$ cat src/rtl/exc_cause_pkg.sv
package exc_cause_pkg;

    // cause code field sits in the low bits of the status word
    localparam int CODE_W = 5;
    localparam logic [CODE_W-1:0] CAUSE_MISALIGN = 5'd1;
    localparam logic [CODE_W-1:0] CAUSE_IBUS     = 5'd3;
    localparam logic [CODE_W-1:0] CAUSE_DBUS     = 5'd4;

    // field positions inside the misalignment status word
    localparam int DREG_LSB  = 5;
    localparam int WRITE_BIT = 10;
    localparam int SIZE_BIT  = 11;

    // bus error channels, index order is also priority order
    localparam int BUS_CH   = 2;
    localparam int CH_IBUS  = 0;
    localparam int CH_DBUS  = 1;

    typedef enum logic [1:0] {
        SRC_NONE,
        SRC_ALIGN,
        SRC_BUS
    } cap_src_e;

    typedef enum logic {
        ST_IDLE,
        ST_TRAP
    } trap_state_e;

endpackage

$ cat src/rtl/exc_align_chk.sv
module exc_align_chk
    import exc_cause_pkg::*;
#(
    parameter int ADDR_W = 32,
    parameter int MASK_W = 2,
    parameter int RIDX_W = 5,
    parameter int STAT_W = 32,
    parameter logic [MASK_W-1:0] WORD_MASK = '1
) (
    input  logic              acc_valid,
    input  logic [ADDR_W-1:0] acc_addr,
    input  logic [MASK_W-1:0] acc_mask,
    input  logic              acc_write,
    input  logic [RIDX_W-1:0] acc_dreg,
    output logic              mis_o,
    output logic [STAT_W-1:0] stat_o
);

    logic [MASK_W-1:0] low_sel;
    logic              is_word;

    always_comb begin
        low_sel = acc_addr[MASK_W-1:0] & acc_mask;
        mis_o   = acc_valid && (low_sel != '0);
        is_word = (acc_mask == WORD_MASK);
    end

    always_comb begin
        stat_o = '0;
        stat_o[CODE_W-1:0]            = CAUSE_MISALIGN;
        stat_o[DREG_LSB +: RIDX_W]    = acc_dreg;
        stat_o[WRITE_BIT]             = acc_write;
        stat_o[SIZE_BIT]              = is_word;
    end

endmodule

$ cat src/rtl/exc_bus_gate.sv
module exc_bus_gate
    import exc_cause_pkg::*;
#(
    parameter int ADDR_W = 32,
    parameter int STAT_W = 32
) (
    input  logic                           exc_en,
    input  logic [BUS_CH-1:0]              err_i,
    input  logic [BUS_CH-1:0][ADDR_W-1:0]  addr_i,
    input  logic [BUS_CH-1:0]              src_en_i,
    output logic                           rec_o,
    output logic [ADDR_W-1:0]              rec_addr_o,
    output logic                           raise_o,
    output logic [STAT_W-1:0]              stat_o
);

    logic [BUS_CH-1:0]              rec_ch;
    logic [BUS_CH-1:0]              raise_ch;
    logic [BUS_CH-1:0][STAT_W-1:0]  stat_ch;

    for (genvar gi = 0; gi < BUS_CH; gi++) begin : g_ch
        localparam logic [CODE_W-1:0] CH_CODE =
            (gi == CH_IBUS) ? CAUSE_IBUS : CAUSE_DBUS;
        always_comb begin
            rec_ch[gi]   = err_i[gi] && exc_en;
            raise_ch[gi] = rec_ch[gi] && src_en_i[gi];
            stat_ch[gi]  = '0;
            stat_ch[gi][CODE_W-1:0] = CH_CODE;
        end
    end

    // lowest channel index wins
    always_comb begin
        rec_o      = 1'b0;
        rec_addr_o = '0;
        raise_o    = 1'b0;
        stat_o     = '0;
        for (int i = BUS_CH - 1; i >= 0; i--) begin
            if (rec_ch[i]) begin
                rec_o      = 1'b1;
                rec_addr_o = addr_i[i];
                raise_o    = raise_ch[i];
                stat_o     = stat_ch[i];
            end
        end
    end

endmodule

$ cat src/rtl/exc_cause_fsm.sv
module exc_cause_fsm
    import exc_cause_pkg::*;
#(
    parameter int ADDR_W = 32,
    parameter int STAT_W = 32
) (
    input  logic              clk,
    input  logic              rst,
    input  logic              mis_i,
    input  logic [ADDR_W-1:0] mis_addr_i,
    input  logic [STAT_W-1:0] mis_stat_i,
    input  logic              exc_en,
    input  logic              bus_rec_i,
    input  logic [ADDR_W-1:0] bus_addr_i,
    input  logic              bus_raise_i,
    input  logic [STAT_W-1:0] bus_stat_i,
    output logic [ADDR_W-1:0] ear_q,
    output logic [STAT_W-1:0] esr_q,
    output logic              trap_o
);

    cap_src_e    src;
    trap_state_e state_q, state_nx;
    logic              ear_we, esr_we, trap_req;
    logic [ADDR_W-1:0] ear_d;
    logic [STAT_W-1:0] esr_d;

    // source selection: misaligned access beats any bus error
    always_comb begin
        if (mis_i)          src = SRC_ALIGN;
        else if (bus_rec_i) src = SRC_BUS;
        else                src = SRC_NONE;
    end

    always_comb begin
        ear_we   = 1'b0;
        esr_we   = 1'b0;
        trap_req = 1'b0;
        ear_d    = '0;
        esr_d    = '0;
        unique case (src)
            SRC_ALIGN: begin
                ear_we   = 1'b1;
                esr_we   = 1'b1;
                ear_d    = mis_addr_i;
                esr_d    = mis_stat_i;
                trap_req = exc_en;
            end
            SRC_BUS: begin
                ear_we   = 1'b1;
                ear_d    = bus_addr_i;
                esr_we   = bus_raise_i;
                esr_d    = bus_stat_i;
                trap_req = bus_raise_i;
            end
            default: ;
        endcase
    end

    // state register
    always_ff @(posedge clk) begin
        if (rst) state_q <= ST_IDLE;
        else     state_q <= state_nx;
    end

    // transitions: IDLE_TO_TRAP, IDLE_HOLD, TRAP_TO_TRAP, TRAP_TO_IDLE
    always_comb begin
        state_nx = state_q;
        unique case (state_q)
            ST_IDLE: state_nx = trap_req ? ST_TRAP : ST_IDLE;
            ST_TRAP: state_nx = trap_req ? ST_TRAP : ST_IDLE;
            default: state_nx = ST_IDLE;
        endcase
    end

    // outputs
    always_comb begin
        trap_o = 1'b0;
        unique case (state_q)
            ST_TRAP: trap_o = 1'b1;
            default: trap_o = 1'b0;
        endcase
    end

    always_ff @(posedge clk) begin
        if (rst) begin
            ear_q <= '0;
            esr_q <= '0;
        end else begin
            if (ear_we) ear_q <= ear_d;
            if (esr_we) esr_q <= esr_d;
        end
    end

endmodule

$ cat src/rtl/exc_capture.sv
module exc_capture
    import exc_cause_pkg::*;
#(
    parameter int ADDR_W = 32,
    parameter int MASK_W = 2,
    parameter int RIDX_W = 5,
    parameter int STAT_W = 32
) (
    input  logic              clk,
    input  logic              rst,
    input  logic              acc_valid,
    input  logic [ADDR_W-1:0] acc_addr,
    input  logic [MASK_W-1:0] acc_mask,
    input  logic              acc_write,
    input  logic [RIDX_W-1:0] acc_dreg,
    input  logic              ibus_err,
    input  logic [ADDR_W-1:0] ibus_addr,
    input  logic              dbus_err,
    input  logic [ADDR_W-1:0] dbus_addr,
    input  logic              exc_en,
    input  logic              ibus_exc_en,
    input  logic              dbus_exc_en,
    output logic [ADDR_W-1:0] ear_q,
    output logic [STAT_W-1:0] esr_q,
    output logic              trap_o
);

    logic                          mis;
    logic [STAT_W-1:0]             mis_stat;
    logic [BUS_CH-1:0]             bus_err;
    logic [BUS_CH-1:0][ADDR_W-1:0] bus_addr;
    logic [BUS_CH-1:0]             bus_en;
    logic                          bus_rec, bus_raise;
    logic [ADDR_W-1:0]             bus_rec_addr;
    logic [STAT_W-1:0]             bus_stat;

    always_comb begin
        bus_err[CH_IBUS]  = ibus_err;
        bus_err[CH_DBUS]  = dbus_err;
        bus_addr[CH_IBUS] = ibus_addr;
        bus_addr[CH_DBUS] = dbus_addr;
        bus_en[CH_IBUS]   = ibus_exc_en;
        bus_en[CH_DBUS]   = dbus_exc_en;
    end

    exc_align_chk #(
        .ADDR_W(ADDR_W), .MASK_W(MASK_W), .RIDX_W(RIDX_W), .STAT_W(STAT_W)
    ) u_align (
        .acc_valid(acc_valid),
        .acc_addr (acc_addr),
        .acc_mask (acc_mask),
        .acc_write(acc_write),
        .acc_dreg (acc_dreg),
        .mis_o    (mis),
        .stat_o   (mis_stat)
    );

    exc_bus_gate #(
        .ADDR_W(ADDR_W), .STAT_W(STAT_W)
    ) u_bus (
        .exc_en    (exc_en),
        .err_i     (bus_err),
        .addr_i    (bus_addr),
        .src_en_i  (bus_en),
        .rec_o     (bus_rec),
        .rec_addr_o(bus_rec_addr),
        .raise_o   (bus_raise),
        .stat_o    (bus_stat)
    );

    exc_cause_fsm #(
        .ADDR_W(ADDR_W), .STAT_W(STAT_W)
    ) u_fsm (
        .clk        (clk),
        .rst        (rst),
        .mis_i      (mis),
        .mis_addr_i (acc_addr),
        .mis_stat_i (mis_stat),
        .exc_en     (exc_en),
        .bus_rec_i  (bus_rec),
        .bus_addr_i (bus_rec_addr),
        .bus_raise_i(bus_raise),
        .bus_stat_i (bus_stat),
        .ear_q      (ear_q),
        .esr_q      (esr_q),
        .trap_o     (trap_o)
    );

endmodule

$ cat config.mk
export PLATFORM = sky130hd
export DESIGN_NAME = exc_capture
export DESIGN_NICKNAME = d
export VERILOG_FILES = /design/src/rtl/exc_cause_pkg.sv /design/src/rtl/exc_align_chk.sv /design/src/rtl/exc_bus_gate.sv /design/src/rtl/exc_cause_fsm.sv /design/src/rtl/exc_capture.sv
export SDC_FILE = /design/constraint.sdc
export NUM_CORES = 1
export LEC_CHECK = 0
export ABC_CLOCK_PERIOD_IN_PS = 1200
export BUFFER_PORTS_ARGS = -buffer_cell sky130_fd_sc_hd__buf_2
export CORE_MARGIN = 3
export CORE_UTILIZATION = 35
export CTS_BUF_LIST = sky130_fd_sc_hd__clkbuf_8 sky130_fd_sc_hd__clkbuf_16
export DETAILED_ROUTE_END_ITERATION = 8
export GPL_TIMING_DRIVEN = 0
export MAX_ROUTING_LAYER = met4
export PLACE_DENSITY = 0.74
export SYNTH_ARGS = -nofsm -noshare
export SYNTH_HDL_FRONTEND = slang
export SYNTH_SLANG_ARGS = --single-unit
$ cat constraint.sdc
create_clock -name clk -period 1.2 [get_ports clk]
set_input_delay 0.12 -clock clk [delete_from_list [all_inputs] [get_ports clk]]
set_output_delay 0.12 -clock clk [all_outputs]
set_load 0.01 [all_outputs]
==> reports/qor.txt <==
H-tree Lvls: 2
post-DP HPWL: 6.32 mm
Clock Skew: 0 ns
worst flop-to-flop path endpoint: u_fsm.ear_q[0]
clk_lat worst skew: 0.29 ns
Yosys top cell area share: 0.356
Hold Buf Count CTS: 0
Hold Path Stages: 3
post-DR wirelength/cell: 14.2 um
DRT Wirelength: 8.29 mm
Yosys cell types: 31
Hold EP: u_fsm.ear_q[5]
Synth async-reset ratio: 0
I/O Pins: 177
Multi-input gate area: 0.00137 sq mm
first-pass GRT wire length: 12.4 mm
CP endpoint kind: flip-flop
Final Cell Area: 0.00355 sq mm
status: completed
number of enable flip-flop cells after synthesis: 0
Die Y: 89.2 um
Worst Path Max Fanout: 10
setup bufs post-CTS: 0
Slew headroom: 0.657
Remaining DRCs: 0
crit path kind: in -> reg
vias: 2,891
Worst R2R Start: u_fsm.ear_q[0]
Core Util, Final: 0.543
largest cells by area after synthesis: dfxtp_1, nand2_1, a311oi_1
Worst Hold Margin: 0.0576 ns
placed instance area: 0.00336 sq mm
Yosys warning total: 0
Arr. time, crit path: 1.34 ns
Root Buffer: clkbuf_8
prevailing post-synth register cell: dfxtp_1
cells on worst reg2reg path: 2
Tot GR Track Use: 0.205
clk sinks: 43
worst min-delay path class: in -> reg
FF-to-FF setup slack: 0.34 ns
final cell count without fillers: 583
fraction of layout cells with a size suffix above 1: 0.411
Post-Synthesis Cells: 324
critical path data required time: 1.40 ns
antenna violations before repair: 0
measured slew at the worst slew-check pin: 0.515 ns
Met3 Wirelength: 677 um
clk buf depth: 2
Worst-path clk slew: 0.09 ns
Die X: 89.2 um
number of DRC markers in iteration 0: 62
flops & latches, synth: 43
P_leak: 0.00186 uW
uppermost routed layer: met4
TritonRoute pass-1 iters: 4
PD cells: 1100 mW/mm^2
final slew viol count: 0
register area share after synthesis: 0.356
Tcrit/Tclk final: 0.951
routability cong.: 0.743
met2 routed WL: 4.15 mm
register area: 861 sq um
# nets final: 617
HP Start: acc_addr[5]
antenna diode count: 0
Core ar.: 0.00653 sq mm
Max-Cap Viols: 0
RSZ-0062 raised after global routing: no
via density per instance: 4.96
Fmax: 877 MHz
GRT overflow: 0
Die ar.: 0.00795 sq mm
CTS tree: built
Synth Cell Area: 0.00242 sq mm
most common cell in the netlist: nand2_1
placed insts: 575
cell taking the most area after synthesis: dfxtp_1
Peak VDD IR: 0.505 mV
# setup viols final: 0
CTS buffer count: 5
Synth Area per Inst: 7.47 sq um
num rows: 29
Met1 Routed Length: 3.44 mm
largest net degree at the start of global routing: 14
Final ANT Viol Nets: 0
fin crit period: 1.14 ns
Final Hold Fails: 0
vias in the first global route: 2,623
Area growth syn-to-layout: 46.7%
Filler cells: 670
top post-synthesis cells by count: nand2_1, dfxtp_1, buf_4
Worst setup SP type: input port
input/output buffers: 153
Initial Util: 0.370
[cells in the final DEF (no fill, tap or decap), types with 3 or more instances in the layout]
cell      count
o21ai_0       9
nor2b_1       9
a21o_1       23
clkbuf_2      8
nand2_1      81
and2_1        3
o211ai_1      9
buf_4        26
clkbuf_4      3
buf_2       158
clkbuf_8      5
dfxtp_1      43
conb_1       22
a211oi_1      3
nor3b_1       9
clkbuf_1      6
nand3_1       8
a21oi_1      19
nor2_1       23
a311oi_1     21
[flip-flops by register name (all words and copies together), names as in the netlist]
name           count
u_fsm.ear_q       32
u_fsm.esr_q       10
u_fsm.state_q      1
[metal layers]
layer	track usage	vias to the layer above
met5	-	-
met4	0.0379	0
met3	0.0433	6
met2	0.364	129
met1	0.241	1316
li1	-	1440
[kinds of logic (layout without fill, tap and decap cells)]
| group | count (synthesis) | in the layout | share of synthesized area |
|---|---|---|---|
| other | 1 | 22 | 0.00155 |
| buffers and inverters | 51 | 212 | 0.122 |
| flip-flops | 43 | 43 | 0.356 |
| AO/OA/AOI/OAI | 93 | 93 | 0.274 |
| AND/OR/NAND/NOR | 136 | 136 | 0.247 |
[worst max-delay path by stage]
stage	cells after the start	slack, ns	start	to
CTS	7	0.02	acc_mask[1]	u_fsm.ear_q[2]
finish	6	0.06	ibus_err	u_fsm.ear_q[18]
global route	6	0.003	ibus_err	u_fsm.ear_q[15]
floorplan	5	0.08	acc_mask[1]	u_fsm.ear_q[10]
global placement	6	-0.42	ibus_err	u_fsm.ear_q[12]
detailed placement	6	-0.45	ibus_err	u_fsm.ear_q[18]
[repair_timing]
item,CTS,global route
pin swaps,0,0
setup endpoints to repair,28,34
resized for setup,6,18
cloned,0,0
[worst max-delay path, cell delays in order]
cell,delay (ns)
buf_2,0.13
and3b_2,0.31
a21boi_4,0.23
buf_4,0.20
nand2_1,0.07
a311oi_1,0.28
[area by class of cell]
class / count / area share
clock inverters: 3 / 0.0180
plain buffers: 50 / 0.0902
flip-flops and latches: 43 / 0.243
well taps: 77 / 0.0271
multi-input cells: 251 / 0.386
clock buffers: 5 / 0.0194
inverters: 1 / 0.00106
repair buffers: 153 / 0.216
[where the power goes]
part | switching, uW | internal [uW] | leakage, uW
Combinational | 512 | 466 | 0.00143
Clock | 519 | 824 | 0.0000695
Sequential | 55.8 | 1540 | 0.000355
[through the flow]
step | TNS [ns] | worst slack, ns | total power (uW)
floorplan | 0 | 0.0829 | 2160
global placement | -13.70 | -0.424 | 2560
detailed placement | -14.79 | -0.452 | 2580
CTS | 0 | 0.0170 | 3940
global route | 0 | 0.00258 | 4140
finish | 0 | 0.0592 | 3920
(Power assumes the default switching activity.)
